==> config.mk <==
export PLATFORM = sky130hd
export DESIGN_NAME = status_flags
export DESIGN_NICKNAME = d
export VERILOG_FILES = /design/src/rtl/flag_pkg.sv /design/src/rtl/low_byte_parity.sv /design/src/rtl/flag_next.sv /design/src/rtl/parity_branch.sv /design/src/rtl/status_flags.sv
export SDC_FILE = /design/constraint.sdc
export NUM_CORES = 1
export LEC_CHECK = 0
export CAP_MARGIN = 15
export CORE_MARGIN = 1
export CORE_UTILIZATION = 26
export DETAILED_ROUTE_END_ITERATION = 8
export PLACE_DENSITY = 0.72
export SLEW_MARGIN = 20
export SYNTH_ARGS = -nofsm -noshare
export SYNTH_HDL_FRONTEND = slang
export SYNTH_HIERARCHICAL = 1
export SYNTH_SLANG_ARGS = --single-unit
==> constraint.sdc <==
create_clock -name clk -period 1.35 [get_ports clk]
set_clock_uncertainty 0.15 [all_clocks]
set_input_delay 0.27 -clock clk [delete_from_list [all_inputs] [get_ports clk]]
set_output_delay 0.27 -clock clk [all_outputs]
set_load 0.05 [all_outputs]
==> src/rtl/flag_pkg.sv <==
package flag_pkg;
  typedef enum logic [2:0] {
    OP_NONE    = 3'd0,
    OP_ARITH   = 3'd1,
    OP_CMP     = 3'd2,
    OP_LOGIC   = 3'd3,
    OP_TEST    = 3'd4,
    OP_RESTORE = 3'd5,
    OP_FPUCOPY = 3'd6,
    OP_RSVD    = 3'd7
  } op_class_e;

  localparam int CF_POS = 0;
  localparam int PF_POS = 2;
  localparam int ZF_POS = 6;
  localparam int PAR_W  = 8;

  typedef struct packed {
    logic cf;
    logic pf;
    logic zf;
  } flag_set_t;
endpackage

==> src/rtl/low_byte_parity.sv <==
module low_byte_parity #(
  parameter int RES_W = 16
) (
  input  logic [RES_W-1:0] word,
  output logic             even
);
  localparam int TAP_W = flag_pkg::PAR_W;

  logic [TAP_W-1:0] tap;
  logic [TAP_W:0]   chain;

  assign tap      = word[TAP_W-1:0];
  assign chain[0] = 1'b1;

  for (genvar i = 0; i < TAP_W; i++) begin : g_xor
    assign chain[i+1] = chain[i] ^ tap[i];
  end

  assign even = chain[TAP_W];
endmodule

==> src/rtl/flag_next.sv <==
module flag_next #(
  parameter int FLAG_W = 8
) (
  input  logic [2:0]          op_class,
  input  flag_pkg::flag_set_t cur,
  input  logic                par_even,
  input  logic                carry_in,
  input  logic                zero_in,
  input  logic [FLAG_W-1:0]   restore_word,
  input  logic [3:0]          fpu_cond,
  output flag_pkg::flag_set_t nxt,
  output logic                load_en
);
  import flag_pkg::*;

  op_class_e op;
  assign op = op_class_e'(op_class);

  always_comb begin
    nxt     = cur;
    load_en = 1'b0;
    unique case (op)
      OP_ARITH, OP_CMP, OP_LOGIC, OP_TEST: begin
        nxt.cf  = carry_in;
        nxt.pf  = par_even;
        nxt.zf  = zero_in;
        load_en = 1'b1;
      end
      OP_RESTORE: begin
        nxt.cf  = restore_word[CF_POS];
        nxt.pf  = restore_word[PF_POS];
        nxt.zf  = restore_word[ZF_POS];
        load_en = 1'b1;
      end
      OP_FPUCOPY: begin
        nxt.cf  = fpu_cond[0];
        nxt.pf  = fpu_cond[2];
        nxt.zf  = fpu_cond[3];
        load_en = 1'b1;
      end
      default: begin
        nxt     = cur;
        load_en = 1'b0;
      end
    endcase
  end
endmodule

==> src/rtl/parity_branch.sv <==
module parity_branch (
  input  logic pf,
  input  logic br_req,
  input  logic br_neg,
  output logic br_taken
);
  logic cond;
  assign cond     = br_neg ? ~pf : pf;
  assign br_taken = br_req & cond;
endmodule

==> src/rtl/status_flags.sv <==
module status_flags #(
  parameter int RES_W  = 16,
  parameter int FLAG_W = 8
) (
  input  logic              clk,
  input  logic              rst_n,
  input  logic [2:0]        op_class,
  input  logic [RES_W-1:0]  result,
  input  logic              carry_in,
  input  logic              zero_in,
  input  logic [FLAG_W-1:0] restore_word,
  input  logic [3:0]        fpu_cond,
  input  logic              br_req,
  input  logic              br_neg,
  output logic [FLAG_W-1:0] flags,
  output logic              br_taken
);
  import flag_pkg::*;

  flag_set_t cur_q, nxt_d;
  logic      par_even;
  logic      load_en;

  low_byte_parity #(.RES_W(RES_W)) u_par (
    .word (result),
    .even (par_even)
  );

  flag_next #(.FLAG_W(FLAG_W)) u_next (
    .op_class     (op_class),
    .cur          (cur_q),
    .par_even     (par_even),
    .carry_in     (carry_in),
    .zero_in      (zero_in),
    .restore_word (restore_word),
    .fpu_cond     (fpu_cond),
    .nxt          (nxt_d),
    .load_en      (load_en)
  );

  always_ff @(posedge clk or negedge rst_n) begin
    if (!rst_n) begin
      cur_q <= '0;
    end else if (load_en) begin
      cur_q <= nxt_d;
    end
  end

  always_comb begin
    flags         = '0;
    flags[CF_POS] = cur_q.cf;
    flags[PF_POS] = cur_q.pf;
    flags[ZF_POS] = cur_q.zf;
  end

  parity_branch u_br (
    .pf       (cur_q.pf),
    .br_req   (br_req),
    .br_neg   (br_neg),
    .br_taken (br_taken)
  );
endmodule

Yosys cells after proc, flatten, opt, wreduce, memory -nomap -nowiden

Cells that the tools add are included.

Bits in registers: 3
Word-level logic and storage cells: 26

Equality and inequality tests: 6
Mux-type cells: 3
Bitwise logic cells: 10
Reductions and logical operators: 4

Operators by type and width:

| kind                                          | count |
|---|---|
| == test 3 bit, second input constant          | 3 |
| case mux 3 bit (3 select lines)               | 1 |
| XOR 1 bit                                     | 7 |
| == test 3 x 2 -> 1 bit, second input constant | 2 |
| OR reduction 6 bit                            | 1 |
| OR reduction 4 bit                            | 1 |
| == test 3 x 1 -> 1 bit, second input constant | 1 |
| nonzero test 3 bit                            | 1 |
| 2-to-1 mux 1 bit                              | 2 |
| NOT 1 bit                                     | 2 |
| AND reduction 2 bit                           | 1 |
| bitwise AND 1 bit                             | 1 |

Longest topological paths before layout

Gate-level depths: netlist of run 1.

Depth in word-level cells: 9
Depth in mapped cells: 7

Cells and area by module

Netlist of run 1, hierarchy kept.

By module, submodules not included:

| module          | times used | cells each | area each (um^2) | seq. area each (um^2) |
|---|---|---|---|---|
| flag_next       | 1          | 32         | 259.0            | 0.0 |
| status_flags    | 1          | 12         | 150.1            | 75.1 |
| low_byte_parity | 1          | 7          | 61.3             | 0.0 |
| parity_branch   | 1          | 2          | 15.0             | 0.0 |

Least setup slack after synthesis of run 1

Ideal clock, no wire load.

Kind: register to output
Start point: reg cur_q, in the netlist flags[2]
End point: out br_taken
Arrival: 1261 ps
Data required time: 930 ps
Slack: -331 ps
Stages on the path, launching flop included: 3
Cell sequence: dfrtp_1 -> xor2_1 -> and2_1

Cells in the longest elaborated chain, start to end: 3

RTL lines:

| item                     | RTL line           | text |
|---|---|---|
| start: declaration       | status_flags.sv:20 | `flag_set_t cur_q, nxt_d;` |
| start signal: assignment | status_flags.sv:45 | `cur_q <= nxt_d;` |
| NOT 1 bit                | parity_branch.sv:8 | `assign cond = br_neg ? ~pf : pf;` |
| 2-to-1 mux 1 bit (*)     | parity_branch.sv:8 |  |
| bitwise AND 1 bit (*)    | parity_branch.sv:9 | `assign br_taken = br_req & cond;` |
| end: declaration         | status_flags.sv:16 | `output logic br_taken` |

Mark *: on every way between the ends. The rest lies on a longest branch, timed or not.

==> reports/metrics.csv, run 1 <==
stage,metric,value,unit
final_layout,syn_to_final_growth,96.65,%
floorplan,ios,46,
critical_path,crit_fanout,2,
pwr,leakage,0.4346,nW
pwr,power_frac_comb,66.8,%
global_routing,grt_max_degree,9,
final_layout,fin_nets,129,
floorplan,die-area,0.002044,mm2
final_layout,nFillCells,162,
global_routing,grt_usage,13.76,%
critical_path,worstSetupEndpointType,flop,
final_layout,multiInputGateArea,419.2,um2
route,remaining_drc_errors,0,
final_layout,largest_register_ffs,3,
timing,max_freq,632.0,MHz
critical_path,arrival,1550,ps
route,routed_wl,1302,um
final_layout,antennaDiodeCount,0,
route,vias_per_cell,4.552,
clock_tree,postCtsHoldBufs,0,
min_path,hp-class,in -> async,
clock_tree,cts_made_buffers,3,
yosys,seq_area_frac_synth,15.46,%
placement,dp_hpwl,963.6,um
timing,post-route-min-period,1582,ps
timing,tns,-611.8,ps
status,outcome,"finished, violations left",
critical_path,critical_path_class,in -> reg,
clock_tree,h-tree-depth,1,
route,drtAntennaViolNets,0,
clock_tree,clk_latency,240,ps
clock_tree,clkTransAtPathRegs,40,ps
pwr,p_sw,0.3575,mW
global_routing,grt_pass1_vias,514,
yosys,netlist_instances,53,
floorplan,die_width,45.21,um
timing,finalHoldViolations,0,
clock_tree,cts.sinks,3,
global_routing,grt_overflow,0,
pwr,clock_power_share,18.0,%
pwr,seqPwrFrac,15.2,%
final_layout,register_area,78.83,um2
final_layout,final_cell_mix,"buf_6, buf_4, clkdlybuf4s50_1",
clock_tree,cts_tree,built,
yosys,ys_warn_count,6,
global_routing,grt_pass1_wl,2001,um
timing,setup_ws,-232.3,ps
yosys,ys_ff_latch,3,
pwr,internal-power,0.5643,mW
floorplan,start_util,27.81,%
floorplan,core,0.001745,mm2
yosys,synthesis.area,485.5,um2
floorplan,num_rows,15,
timing,hold_slack,59.23,ps
status,violations,setup timing,
final_layout,drive_above_1_share,57.14,%
timing,rsz0062_at_grt,yes,
clock_tree,clk_path_buf_depth,2,
yosys,synthDistinctLibCells,28,
placement,preCtsSetupSlack,-861.0,ps
placement,place_congestion,0.6494,
pwr,p_per_area,965.5,mW/mm2
run,drv_cap,0,
timing,slew_viol_final,0,
route,vias,528,
yosys,syn-mean-instance-area,9.160,um2
timing,finalSetupViolCount,4,
timing,fin_crit_sh,117.2,%
placement,port_buffers,26,
global_routing,antenna_found_initial,0,
route,drtIter0Drc,1,
critical_path,cp-start-kind,primary input,
final_layout,final_common_cell,buf_6,
critical_path,crit_required,1320,ps
route,wire_per_inst,11.22,um
pwr,peakVddDrop,463.2,uV
final_layout,post-route-util,54.70,%
floorplan,fp.dieH,45.21,um
route,first_pass_iters,2,
clock_tree,cts-root-buf,clkbuf_4,
pwr,switching_share,38.78,%
cells in the mapped netlist (all sizes together):
cell type  n  area share, %
a21boi     1            1.5
o21a       2            3.1
o22ai      2            5.2
nand2b     1            1.3
xnor2      7             13
buf        8             15
inv        2            1.5
mux2i      2            4.1
and2       2            2.8
xor2       1            1.8
nor3b      2            3.1
o221ai     1            1.8
dfrtp      3             15
nor2       2            1.5
a211oi     2            5.2
or3        2            3.6
o21ai      1            1.0
mux2       4            9.3
a211o      1            1.8
a21o       1            1.5
nor3       1            1.0
nand3      1            1.0
conb       1           0.77
a31oi      2            2.6
and2b      1            1.5
per-stage QoR:
stage | std cells | total power [mW] | area [um2]
final | 116 | 0.9217 | 954.7
after global routing | 116 | 0.9698 | 954.7
after floorplan | 57 | 0.4413 | 543.0
after global placement | 110 | 0.6785 | 874.6
after detailed placement | 110 | 0.6908 | 874.6
after CTS | 115 | 0.8929 | 912.1
routing by layer:
| metal | share of wire [%] | track usage (%) |
|---|---|---|
| met1 | 35 | 12.90 |
| met2 | 57 | 26.09 |
| met3 | 5.9 | 3.600 |
| met4 | 1.8 | 8.485 |
| met5 | 0 | 0 |
power groups by stage:
stage / combinational (mW) / clock (mW) / sequential, mW
after detailed placement: 0.554 / 0 / 0.137
final: 0.616 / 0.166 / 0.140
after CTS: 0.584 / 0.172 / 0.137
after floorplan: 0.234 / 0 / 0.207
after global routing: 0.647 / 0.179 / 0.143
after global placement: 0.542 / 0 / 0.137
final cells by class:
cell class,instances,share of cell area [%]
multi-input combinational,44,43.91
timing repair buffer,38,41.02
sequential,3,8.257
tap,25,3.277
clock buffer,4,2.752
inverter,2,0.7864
worst max-delay path: stages:
cell and delay [ps]:
buf_6 90, xnor2_2 120, xnor2_1 180, xnor2_1 110, and2b_1 190, a31oi_1 170, o221ai_1 140, mux2_4 270
worst paths after layout:
path	startpoint	end	slack, ps	cells after the start
max	result[0]	flags[2]$_DFFE_PN0P_	-230	8
min	rst_n	flags[0]$_DFFE_PN0P_	60	1
max reg2reg	flags[0]$_DFFE_PN0P_	flags[0]$_DFFE_PN0P_	-40	4
min reg2reg	flags[2]$_DFFE_PN0P_	flags[2]$_DFFE_PN0P_	450	1
max in group asynchronous	rst_n	flags[6]$_DFFE_PN0P_	830	1
min in group clk	flags[2]$_DFFE_PN0P_	flags[2]$_DFFE_PN0P_	450	1
timing repair:
action                                  4_1_cts  5_1_grt
cloned                                        0        0
endpoints found under the setup margin        7        7
resized for setup                            61        6
hold endpoints to repair                      0        0
buffers inserted                              1        2
pin swaps                                    15        8
kinds of logic (layout without fill, tap and decap cells):
group	after synthesis	in the layout	synth area share, %
buffers and inverters	10	44	16.24
and+or+nand+nor	12	12	15.98
AOI/OAI and AO/OA	13	13	23.71
DFF	3	3	15.46
other	1	5	0.7725
muxes	6	6	13.40
xor gates and xnor gates	8	8	14.43
Note: power is estimated with default switching activity, not from simulation.
==> run 2, diff against run 1 <==
- CORE_UTILIZATION: 26 -> 31
- CTS_BUF_LIST: default -> sky130_fd_sc_hd__clkbuf_8
- PLACE_DENSITY: 0.72 -> 0.8
- clock period: 1.35 -> 1.5 ns (I/O delays scaled with it)
==> run 2 against run 1 <==
Net effect:
- total power shrank 4.8%
- worst setup slack gained 47 ps
- final cell count shrank 9.5%
- highest routed layer is now met3
- the run still ends with setup timing left
- largest cell class unchanged
- sequential share of layout area grew 0.076 points
- largest power group unchanged
- clock power grew 37%
- flip-flop and latch count is the same
- register-to-register slack is essentially flat
- non-clock buffer count shrank 1
- sequential power shrank 11%
==> reports/metrics.csv, run 2 (synthesis gave the netlist of run 1 again) <==
stage,metric,value,unit,change
critical_path,worstSetupEndpointType,flop,,unchanged
pwr,leakage,0.4325,nW,was 0.4346 nW
pwr,clock_power_share,25.9,%,was 18.0%
final_layout,multiInputGateArea,405.4,um2,was 419.2 um2
clock_tree,cts.sinks,3,,unchanged
final_layout,register_area,78.83,um2,unchanged
route,vias_per_cell,4.771,,was 4.552
run,drv_cap,0,,unchanged
critical_path,crit_fanout,2,,unchanged
critical_path,slowest_delay,290,ps,was 270 ps
clock_tree,clk_path_buf_depth,2,,unchanged
placement,port_buffers,26,,unchanged
route,routed_wl,1241,um,was 1302 um
pwr,power_frac_comb,59.8,%,was 66.8%
critical_path,rrSetupSlack,-50,ps,was -40 ps
critical_path,critical_path_class,in -> reg,,unchanged
clock_tree,h-tree-depth,1,,unchanged
critical_path,timing.rr.start,flags[2]$_DFFE_PN0P_,,was flags[0]$_DFFE_PN0P_
pwr,switching_share,36.13,%,was 38.78%
global_routing,grt_usage,15.93,%,was 13.76%
floorplan,ios,46,,unchanged
placement,place_congestion,0.7616,,was 0.6494
critical_path,crit_required,1440,ps,was 1320 ps
final_layout,final_cell_mix,"clkdlybuf4s50_1, buf_6, buf_4",,"was buf_6, buf_4, clkdlybuf4s50_1"
final_layout,fin_nets,128,,was 129
route,drtAntennaViolNets,0,,unchanged
placement,dpl_cell_area,847.1,um2,was 874.6 um2
timing,hold_slack,123.0,ps,was 59.23 ps
floorplan,num_rows,13,,was 15
route,drtIter0Drc,13,,was 1
timing,finalHoldViolations,0,,unchanged
global_routing,grt_pass1_wl,2090,um,was 2001 um
timing,rsz0062_at_grt,yes,,unchanged
timing,max_freq,593.4,MHz,
clock_tree,clkTransAtPathRegs,30,ps,was 40 ps
timing,finalSetupViolCount,2,,was 4
global_routing,grt_max_degree,10,,was 9
critical_path,cpLargestDelayFamily,XOR/XNOR gates,,unchanged
clock_tree,clk_latency,210,ps,was 240 ps
critical_path,arrival,1630,ps,was 1550 ps
pwr,peakVddDrop,670.3,uV,was 463.2 uV
floorplan,core,0.001383,mm2,was 0.001745 mm2
pwr,p_per_area,927.2,mW/mm2,was 965.5 mW/mm2
timing,tns,-197.5,ps,was -611.8 ps
floorplan,start_util,35.11,%,was 27.81%
final_layout,antennaDiodeCount,0,,unchanged
timing,setup_ws,-185.1,ps,was -232.3 ps
min_path,hp-class,in -> async,,unchanged
final_layout,syn_to_final_growth,94.85,%,was 96.65%
floorplan,die-area,0.001728,mm2,was 0.002044 mm2
clock_tree,cts-root-buf,clkbuf_8,,was clkbuf_4
final_layout,largest_register_ffs,3,,unchanged
final_layout,drive_above_1_share,52.22,%,was 57.14%
pwr,internal-power,0.5602,mW,was 0.5643 mW
route,wire_per_inst,11.82,um,was 11.22 um
timing,fin_crit_sh,112.3,%,
floorplan,fp.dieH,41.57,um,was 45.21 um
critical_path,crit_top_cell,xnor2_1,,unchanged
critical_path,cp-start-kind,primary input,,unchanged
critical_path,slowest_stage,mux2_4,,unchanged
route,first_pass_iters,3,,was 2
placement,dp_hpwl,965.1,um,was 963.6 um
pwr,p_sw,0.3169,mW,was 0.3575 mW
clock_tree,cts_made_buffers,3,,unchanged
timing,slew_viol_final,0,,unchanged
clock_tree,cts_tree,built,,unchanged
global_routing,antenna_found_initial,0,,unchanged
timing,post-route-min-period,1685,ps,
global_routing,grt_overflow,0,,unchanged
critical_path,crit_buf_inv,1,,unchanged
global_routing,grt_pass1_vias,479,,was 514
pwr,p_total,0.8771,mW,was 0.9217 mW
final_layout,final_cell_area,945.9,um2,was 954.7 um2
critical_path,r2r.worst_path.cells,5,,was 4
critical_path,crit_path_cell_trace,buf_6 > xnor2_2 > xnor2_1 > xnor2_1 > and2b_1 > a31oi_1 > o221ai_1 > mux2_4,,unchanged
status,outcome,"finished, violations left",,unchanged
final_layout,nFillCells,105,,was 162
status,violations,setup timing,,unchanged
floorplan,die_width,41.57,um,was 45.21 um
route,remaining_drc_errors,0,,unchanged
final_layout,post-route-util,68.42,%,was 54.70%
pwr,seqPwrFrac,14.3,%,was 15.2%
route,vias,501,,was 528
critical_path,r2r_end,flags[2]$_DFFE_PN0P_,,was flags[0]$_DFFE_PN0P_
-- run 2: power by group through the flow --
stage	combinational [mW]	sequential, mW	clock, mW
floorplan	0.209	0.187	0
global placement	0.461	0.131	0
detailed placement	0.469	0.133	0
CTS	0.518	0.123	0.237
global route	0.554	0.128	0.247
finish	0.525	0.125	0.227
-- run 2: worst max-delay path by stage --
stage / from / endpoint / slack [ps] / cells past startpoint
after floorplan: result[0] / flags[2]$_DFFE_PN0P_ / -120 / 7
after global placement: result[5] / flags[2]$_DFFE_PN0P_ / -640 / 8
after detailed placement: result[0] / flags[2]$_DFFE_PN0P_ / -740 / 8
after CTS: result[4] / flags[2]$_DFFE_PN0P_ / -140 / 8
after global routing: result[6] / flags[2]$_DFFE_PN0P_ / -260 / 8
final: result[4] / flags[2]$_DFFE_PN0P_ / -190 / 8
-- run 2: repair_timing --
item	in CTS	in global routing
pin swaps	12	6
setup buffers	3	0
resized for setup	51	2
setup endpoints to repair	4	4
hold buffers	0	0
-- run 2: area by class of cell --
class,instances,share of cell area (%)
Timing Repair Buffer,37,41.27
Inverter,2,0.7937
Tap cell,15,1.984
Clock buffer,3,4.365
Sequential cell,3,8.333
Clock inverter,1,0.3968
Multi-Input combinational cell,44,42.86
-- run 2: worst reg2reg max path: cells and delay by family, from the launching register on --
kind / cells / cell delay (ps)
compound gates: 2 / 300
buf+inv: 1 / 140
flops: 1 / 410
mux: 2 / 420
-- run 2: layer usage --
layer | routed length (um) | track usage (%) | vias up | part of all wire [%]
met2 | 642 | 26.25 | 18 | 52
met5 | 0 | 0 | - | 0
li1 | - | - | 253 | -
met3 | 57 | 4.783 | 0 | 4.6
met1 | 541 | 18.62 | 230 | 44
met4 | 0 | 7.742 | 0 | 0
-- run 2: metrics by stage --
| step | instances | setup WS [ps] |
|---|---|---|
| after floorplan | 57 | -122.3 |
| after global placement | 98 | -642.6 |
| after detailed placement | 98 | -738.3 |
| after CTS | 105 | -135.2 |
| after global routing | 105 | -262.6 |
| final | 105 | -185.1 |
